### config.mk
export PLATFORM = sky130hd
export DESIGN_NAME = p11101_det
export DESIGN_NICKNAME = d
export VERILOG_FILES = /design/src/rtl/p11101_pkg.sv /design/src/rtl/p11101_ctrl.sv /design/src/rtl/p11101_dpath.sv /design/src/rtl/p11101_det.sv
export SDC_FILE = /design/constraint.sdc
export NUM_CORES = 1
export LEC_CHECK = 0
export ABC_AREA = 1
export BUFFER_PORTS_ARGS = -buffer_cell sky130_fd_sc_hd__buf_4
export CORE_AREA = 2 2 39 41
export DETAILED_ROUTE_END_ITERATION = 8
export DIE_AREA = 0 0 41 43
export HOLD_SLACK_MARGIN = 0.1
export PLACE_DENSITY = 0.3
export SLEW_MARGIN = 20
export SYNTH_ARGS = -nofsm -noshare
export SYNTH_HDL_FRONTEND = slang
export SYNTH_SLANG_ARGS = --single-unit
export TNS_END_PERCENT = 10
### constraint.sdc
create_clock -name clk -period 1.59 [get_ports clk]
set_input_delay 0 -clock clk [delete_from_list [all_inputs] [get_ports clk]]
set_output_delay 0 -clock clk [all_outputs]
set_load 0.005 [all_outputs]
### src/rtl/p11101_pkg.sv
package p11101_pkg;

  localparam int StateW = 3;

  localparam logic [StateW-1:0] StIdle  = 3'b000;
  localparam logic [StateW-1:0] StOne   = 3'b001;
  localparam logic [StateW-1:0] StTwo   = 3'b010;
  localparam logic [StateW-1:0] StThree = 3'b011;
  localparam logic [StateW-1:0] StTail  = 3'b100;

  typedef struct packed {
    logic tailArmed;
  } ctrlStrobe_t;

endpackage

### src/rtl/p11101_ctrl.sv
module p11101_ctrl
  import p11101_pkg::*;
(
  input  logic              clk,
  input  logic              rst,
  input  logic              xIn,
  output ctrlStrobe_t       strobe,
  output logic [StateW-1:0] curState
);

  logic [StateW-1:0] nextState;
  logic              legal;
  logic              d2, d1, d0;

  always_comb begin
    legal = !(curState[2] && (curState[1] || curState[0]));
    d2 = curState[1] && curState[0] && !xIn;
    d1 = (curState[1] || curState[0]) && xIn;
    d0 = (!curState[0] || curState[1]) && xIn;
    nextState = legal ? {d2, d1, d0} : StIdle;
  end

  always_ff @(posedge clk) begin
    if (rst) curState <= StIdle;
    else     curState <= nextState;
  end

  assign strobe.tailArmed = curState[2];

  // a reset edge leaves the machine with no progress
  a_r1_reset_idle: assert property (@(posedge clk) disable iff (rst)
    $past(rst) |-> curState == StIdle);

  // only the five defined encodings are ever held
  a_r2_legal_encoding: assert property (@(posedge clk) disable iff (rst)
    curState <= StTail);

  // a completed match keeps its last 1 as fresh progress
  a_r3_overlap_resume: assert property (@(posedge clk) disable iff (rst)
    (curState == StTail && xIn) |=> curState == StOne);

  // extra 1s do not leave the three-ones state
  a_r5_hold_ones: assert property (@(posedge clk) disable iff (rst)
    (curState == StThree && xIn) |=> curState == StThree);

  // a 0 after 1110 discards progress
  a_r6_tail_break: assert property (@(posedge clk) disable iff (rst)
    (curState == StTail && !xIn) |=> curState == StIdle);

endmodule

### src/rtl/p11101_dpath.sv
module p11101_dpath
  import p11101_pkg::*;
(
  input  logic        xIn,
  input  ctrlStrobe_t strobe,
  output logic        zOut
);

  assign zOut = xIn && strobe.tailArmed;

endmodule

### src/rtl/p11101_det.sv
module p11101_det
  import p11101_pkg::*;
(
  input  logic clk,
  input  logic rst,
  input  logic xIn,
  output logic zOut
);

  ctrlStrobe_t       strobe;
  logic [StateW-1:0] curState;

  p11101_ctrl ctrl_i (
    .clk      (clk),
    .rst      (rst),
    .xIn      (xIn),
    .strobe   (strobe),
    .curState (curState)
  );

  p11101_dpath dpath_i (
    .xIn    (xIn),
    .strobe (strobe),
    .zOut   (zOut)
  );

  // the flag is raised only from the 1110 state
  a_r2_flag_only_in_tail: assert property (@(posedge clk) disable iff (rst)
    zOut |-> curState == StTail);

  // in the 1110 state a 1 on the input raises the flag in the same cycle
  a_r4_same_cycle_flag: assert property (@(posedge clk) disable iff (rst)
    (curState == StTail && xIn) |-> zOut);

endmodule

==> impl_metrics.env, run 1 <==
export IMPL_status="finished clean"
export IMPL_required_ns=1.76
export IMPL_die_area_sq_mm=0.00176
export IMPL_clock_path_buffers=2
export IMPL_vias=134
export IMPL_largest_register="ctrl_i.curState"
export IMPL_finalPower_mw=0.225
export IMPL_core_area_sq_mm=0.00138
export IMPL_fin_crit_sh_pct=80.6
export IMPL_worst_pin_slew_ns=0.134
export IMPL_ys_ff_latch=3
export IMPL_final_antenna_net_count=0
export IMPL_fin_skew_ns=0.00211
export IMPL_antenna_cells=0
export IMPL_syn_area_sq_um=125
export IMPL_wl_per_cell_um=5.41
export IMPL_cts_tree="yes"
export IMPL_grtUsageMet1_pct=5.45
export IMPL_finalHoldViolCount=0
export IMPL_critPathArrivalTime_ns=1.45
export IMPL_drv_slew=0
export IMPL_clk_pin_slew_worst_paths_ns=0.04
export IMPL_power_leakage_nw=0.115
export IMPL_r2r_setup_slack_ns=0.40
export IMPL_setup_viol=0
export IMPL_fin_tns_setup_ns=0
export IMPL_drive_gt1_share_pct=21.4
export IMPL_hold_depth=3
export IMPL_largest_reg_flops=3
export IMPL_overflow=0
export IMPL_drc_errors=0
export IMPL_reg_top3="ctrl_i.curState (3)"
export IMPL_final_util_pct=16.2
export IMPL_cts_resized=0
export IMPL_drt_iter0_markers=4
export IMPL_fillers=159
export IMPL_initial_core_util_pct=9.04
export IMPL_synth_cell_types=8
export IMPL_start_kind="primary input"
export IMPL_postRouteWirelength_um=238
export IMPL_grt_use_total_pct=4.71
export IMPL_portBuffers=3
export IMPL_pwr_density_cell_mw_per_mm2=1010
export IMPL_syn_to_final_growth_pct=79.0
export IMPL_min_period_ns=1.28
export IMPL_busiest_layer="met3"
export IMPL_grt_util_met3_pct=7.85
export IMPL_viasPerCell=3.05
export IMPL_dp_cells=37
export IMPL_vdd_ir_drop_max_mv=0.359
export IMPL_clockRootBuffer="clkbuf_4"
export IMPL_clock_latency_ns=0.23
export IMPL_die_w_um=41
export IMPL_grt_use_met2_pct=3.75
export IMPL_holdPathEnd="ctrl_i.curState[1]$_SDFF_PP0_"
export IMPL_grt_max_degree=5
export IMPL_rr_endpoint="ctrl_i.curState[2]$_SDFF_PP0_"
export IMPL_rr_worst_depth=4
export IMPL_die_y_um=43
export IMPL_fp_row_count=14
export IMPL_first_global_vias=127
export IMPL_io_pins=4
export IMPL_htree_levels=1
export IMPL_firstDrtPassIters=4
export IMPL_place_gp_congestion=0.594
export IMPL_place_hpwl_um=170
export IMPL_nets=32
export IMPL_numCtsBuffers=3
export IMPL_worstHoldStart="ctrl_i.curState[2]$_SDFF_PP0_"
export IMPL_max_cap_viol_count=0
export IMPL_fmax_ghz=0.780
export IMPL_reg2reg_from="ctrl_i.curState[1]$_SDFF_PP0_"
export IMPL_postSynthCellCount=18
export IMPL_relSlewSlack_pct=91.0
export IMPL_grt_pass1_wl_um=469
export IMPL_synthesis_nets=21
export IMPL_critPathCaptureType="register"
export IMPL_rsz0062_at_grt="false"
export IMPL_yosys_warnings=0
export IMPL_syn_avg_cell_area_sq_um=6.95
export IMPL_yosysSeqAreaShare_pct=48.0
export IMPL_cts_sinks=3
export IMPL_hold_path_class="reg2reg"
export IMPL_final_cells=44
export IMPL_path_max_fanout=4
export IMPL_antenna_found_initial=0
export IMPL_worstSetupPathType="in2reg"
[power by group]
group / internal (mW) / total [mW] / switching (mW)
sequential: 0.0782 / 0.0800 / 0.00177
combinational: 0.00916 / 0.0151 / 0.00596
clock: 0.0938 / 0.130 / 0.0366
[cells by family (layout without fill, tap and decap cells)]
logic type	count (synthesis)	after routing	share of synthesized area, %
AND/OR/NAND/NOR	7	7	26.0
flip-flops	3	3	48.0
buffers and inverters	6	16	18.0
AO/OA/AOI/OAI	2	2	7.99
[worst max-delay path: stages]
cell	delay (ns)
dlygate4sd3_1	0.53
buf_4	0.14
nand3b_1	0.14
nor2_1	0.09
dlygate4sd3_1	0.54
[what timing repair did]
action / 4_1_cts / 5_1_grt
setup buffers: 0 / 0
hold endpoints to repair: 3 / 0
hold buffers: 3 / 0
[stage by stage]
step	cell area, sq um	setup slack, ns	hold slack [ns]
after detailed placement	168	0.890	0.278
after CTS	224	0.326	0.552
after global placement	168	0.879	0.278
after global routing	224	0.235	0.572
after floorplan	125	0.928	0.0721
final	224	0.308	0.542
[cells in the final DEF, fill, tap and decap left out, drive strengths merged]
| cell | n |
|---|---|
| dlygate4sd3 | 3 |
| clkbuf | 4 |
| nand3b | 1 |
| nand4 | 1 |
| nor2 | 2 |
| buf | 3 |
| nand2 | 3 |
| inv | 6 |
| dfxtp | 3 |
| o21ai | 2 |
[synth_stat cells]
cell type	number	share of area, %
nor2_1	2	6.0
o21ai_1	1	4.0
nand4_1	1	5.0
nand2_1	3	9.0
dfxtp_1	3	48
nand3b_1	1	6.0
inv_1	6	18
o21ai_0	1	4.0
[per-layer routing]
layer / up-vias / share of wire, %
met1: 53 / 53
li1: 73 / -
met2: 8 / 31
met4: 0 / 0
met5: - / 0
met3: 0 / 16
[final cells by class]
cell class	count	area (sq um)	area share [%]
Timing Repair Buffer	6	52.6	23.5
Clock buffer	4	26.3	11.7
Multi-Input combinational cell	9	42.5	19.0
Sequential cell	3	60.1	26.8
Tap cell	16	20.0	8.94
Inverter	6	22.5	10.1
[worst max-delay path by stage]
stage	from	end	slack (ns)	cells past startpoint
2_1_floorplan	ctrl_i.curState[0]$_SDFF_PP0_	ctrl_i.curState[0]$_SDFF_PP0_	0.93	3
3_3_place_gp	ctrl_i.curState[0]$_SDFF_PP0_	ctrl_i.curState[0]$_SDFF_PP0_	0.88	3
3_5_place_dp	ctrl_i.curState[0]$_SDFF_PP0_	ctrl_i.curState[0]$_SDFF_PP0_	0.89	3
4_1_cts	xIn	ctrl_i.curState[2]$_SDFF_PP0_	0.33	5
5_1_grt	xIn	ctrl_i.curState[2]$_SDFF_PP0_	0.23	5
6_report	xIn	ctrl_i.curState[2]$_SDFF_PP0_	0.31	5
No activity file was read; power rests on OpenSTA's default activity.
==> run 2: changes to the inputs <==
clock period = 1.1 ns   (was 1.59 ns; I/O delays follow)
==> run 2 against run 1 <==
  * Clock power up 44%
  * First-iteration DRC count increased by 25%
  * Sequential cell count stayed put
  * Largest power group unchanged
==> impl_metrics.env, run 2 (synthesis results as in run 1) <==
export IMPL_busiest_layer="met1"
export IMPL_min_period_ns=0.895
export IMPL_place_hpwl_um=184
export IMPL_initial_core_util_pct=9.04
export IMPL_relSlewSlack_pct=91.1
export IMPL_start_kind="primary input"
export IMPL_reg_top3="ctrl_i.curState (3)"
export IMPL_grtUsageMet1_pct=4.81
export IMPL_worstSetupPathType="in2out"
export IMPL_cts_tree="yes"
export IMPL_postRouteWirelength_um=256
export IMPL_firstDrtPassIters=4
export IMPL_fin_crit_sh_pct=81.3
export IMPL_grt_pass1_wl_um=448
export IMPL_fp_row_count=14
export IMPL_die_area_sq_mm=0.00176
export IMPL_syn_to_final_growth_pct=71.0
export IMPL_grt_util_met3_pct=4.71
export IMPL_fin_skew_ns=0.00106
export IMPL_antenna_cells=0
export IMPL_hold_path_class="reg2reg"
export IMPL_grt_max_degree=5
export IMPL_worstHoldStart="ctrl_i.curState[0]$_SDFF_PP0_"
export IMPL_clk_pin_slew_worst_paths_ns=0.04
export IMPL_cts_setup_buffers=0
export IMPL_cp_cell_sequence="dlygate4sd3_1 > buf_4 > nand2_1 > inv_1 > buf_4"
export IMPL_portBuffers=3
export IMPL_htree_levels=1
export IMPL_drc_errors=0
export IMPL_status="finished clean"
export IMPL_worst_pin_slew_ns=0.132
export IMPL_grt_use_total_pct=4.41
export IMPL_holdPathEnd="ctrl_i.curState[2]$_SDFF_PP0_"
export IMPL_whs_ns=0.476
export IMPL_clock_path_buffers=2
export IMPL_drv_slew=0
export IMPL_nets=31
export IMPL_vias=130
export IMPL_place_gp_congestion=0.580
export IMPL_core_area_sq_mm=0.00138
export IMPL_cts_sinks=3
export IMPL_drt_iter0_markers=5
export IMPL_max_cap_viol_count=0
export IMPL_die_w_um=41
export IMPL_rsz0062_at_grt="false"
export IMPL_die_y_um=43
export IMPL_power_leakage_nw=0.108
export IMPL_drive_gt1_share_pct=22.2
export IMPL_worst_path_most_repeated_cell="buf_4"
export IMPL_fin_tns_setup_ns=0
export IMPL_pwr_density_cell_mw_per_mm2=1520
export IMPL_setup_viol=0
export IMPL_first_global_vias=124
export IMPL_final_antenna_net_count=0
export IMPL_reg2reg_from="ctrl_i.curState[0]$_SDFF_PP0_"
export IMPL_numCtsBuffers=3
export IMPL_vdd_ir_drop_max_mv=0.345
export IMPL_antenna_found_initial=0
export IMPL_io_pins=4
export IMPL_clockRootBuffer="clkbuf_4"
export IMPL_fmax_ghz=1.12
export IMPL_final_cell_mix="inv_1 (6), nand2_1 (3), clkbuf_4 (3), dfxtp_1 (3), buf_4 (3)"
export IMPL_final_common_cell="inv_1"
export IMPL_finalHoldViolCount=0
export IMPL_largest_reg_flops=3
export IMPL_hold_depth=2
export IMPL_slowest_delay_ns=0.54
export IMPL_wl_per_cell_um=5.95
export IMPL_r2r_setup_slack_ns=0.40
export IMPL_path_max_fanout=4
export IMPL_largest_register="ctrl_i.curState"
export IMPL_viasPerCell=3.02
export IMPL_rr_worst_depth=3
export IMPL_clock_latency_ns=0.23
export IMPL_overflow=0
export IMPL_grt_use_met2_pct=4.38
export IMPL_critPathArrivalTime_ns=0.89
export IMPL_required_ns=1.10
export IMPL_rr_endpoint="ctrl_i.curState[0]$_SDFF_PP0_"
export IMPL_critPathCaptureType="output pin"
export IMPL_critPathSlowestCell="dlygate4sd3_1"
## run 2: changes by cell type in the layout (fill, tap and decap cells not counted)
| cell | change |
|---|---|
| dlygate4sd3_1 | -1 |
## run 2: through the flow
| stage | setup WS [ns] | power, mW | area (sq um) | instances | util (%) |
|---|---|---|---|---|---|
| 4_1_cts | 0.206 | 0.339 | 214 | 43 | 15.5 |
| 3_3_place_gp | 0.411 | 0.134 | 168 | 37 | 12.1 |
| 6_report | 0.205 | 0.325 | 214 | 43 | 15.5 |
| 2_1_floorplan | 0.438 | 0.125 | 125 | 18 | - |
| 5_1_grt | 0.143 | 0.349 | 214 | 43 | 15.5 |
| 3_5_place_dp | 0.398 | 0.134 | 168 | 37 | 12.1 |
## run 2: how the worst max path moves through the flow
| stage | end | depth (start not counted) | slack, ns | start |
|---|---|---|---|---|
| 2_1_floorplan | ctrl_i.curState[0]$_SDFF_PP0_ | 3 | 0.44 | ctrl_i.curState[0]$_SDFF_PP0_ |
| 3_3_place_gp | ctrl_i.curState[0]$_SDFF_PP0_ | 3 | 0.41 | ctrl_i.curState[0]$_SDFF_PP0_ |
| 3_5_place_dp | ctrl_i.curState[0]$_SDFF_PP0_ | 3 | 0.40 | ctrl_i.curState[0]$_SDFF_PP0_ |
| 4_1_cts | zOut | 5 | 0.21 | xIn |
| 5_1_grt | zOut | 5 | 0.14 | xIn |
| 6_report | zOut | 5 | 0.21 | xIn |
## run 2: cell type report
| cell class | count | area, sq um |
|---|---|---|
| multi-input cells | 9 | 42.5 |
| clock buffers | 4 | 26.3 |
| inverters | 6 | 22.5 |
| repair buffers | 5 | 42.5 |
| fillers | 164 | 1170 |
| flip-flops and latches | 3 | 60.1 |
| well taps | 16 | 20.0 |
## run 2: repair_timing
action | 4_1_cts | 5_1_grt
hold endpoints to repair | 3 | 0
hold buffers | 2 | 0
resized for setup | 0 | 0
## run 2: where the power goes
| part | internal, mW | switching, mW | leakage, nW | total (mW) |
|---|---|---|---|---|
| Sequential | 0.113 | 0.00266 | 0.0245 | 0.116 |
| Combinational | 0.0131 | 0.00898 | 0.0685 | 0.0221 |
| Clock | 0.136 | 0.0518 | 0.0150 | 0.187 |
| Total | 0.262 | 0.0634 | 0.108 | 0.325 |
## run 2: critical path: cells and delay by family
kind	cells	cell delay, ns
AND/OR/NAND/NOR	1	0.05
buffers and inverters	4	0.85
## run 2: routing by layer
metal  vias to the layer above  share of wire (%)  wire length, um
li1                         73                  -                -
met4                         0                  0                0
met1                        53                 54              137
met2                         4                 36               91
met3                         0                 11               27
met5                         -                  0                0
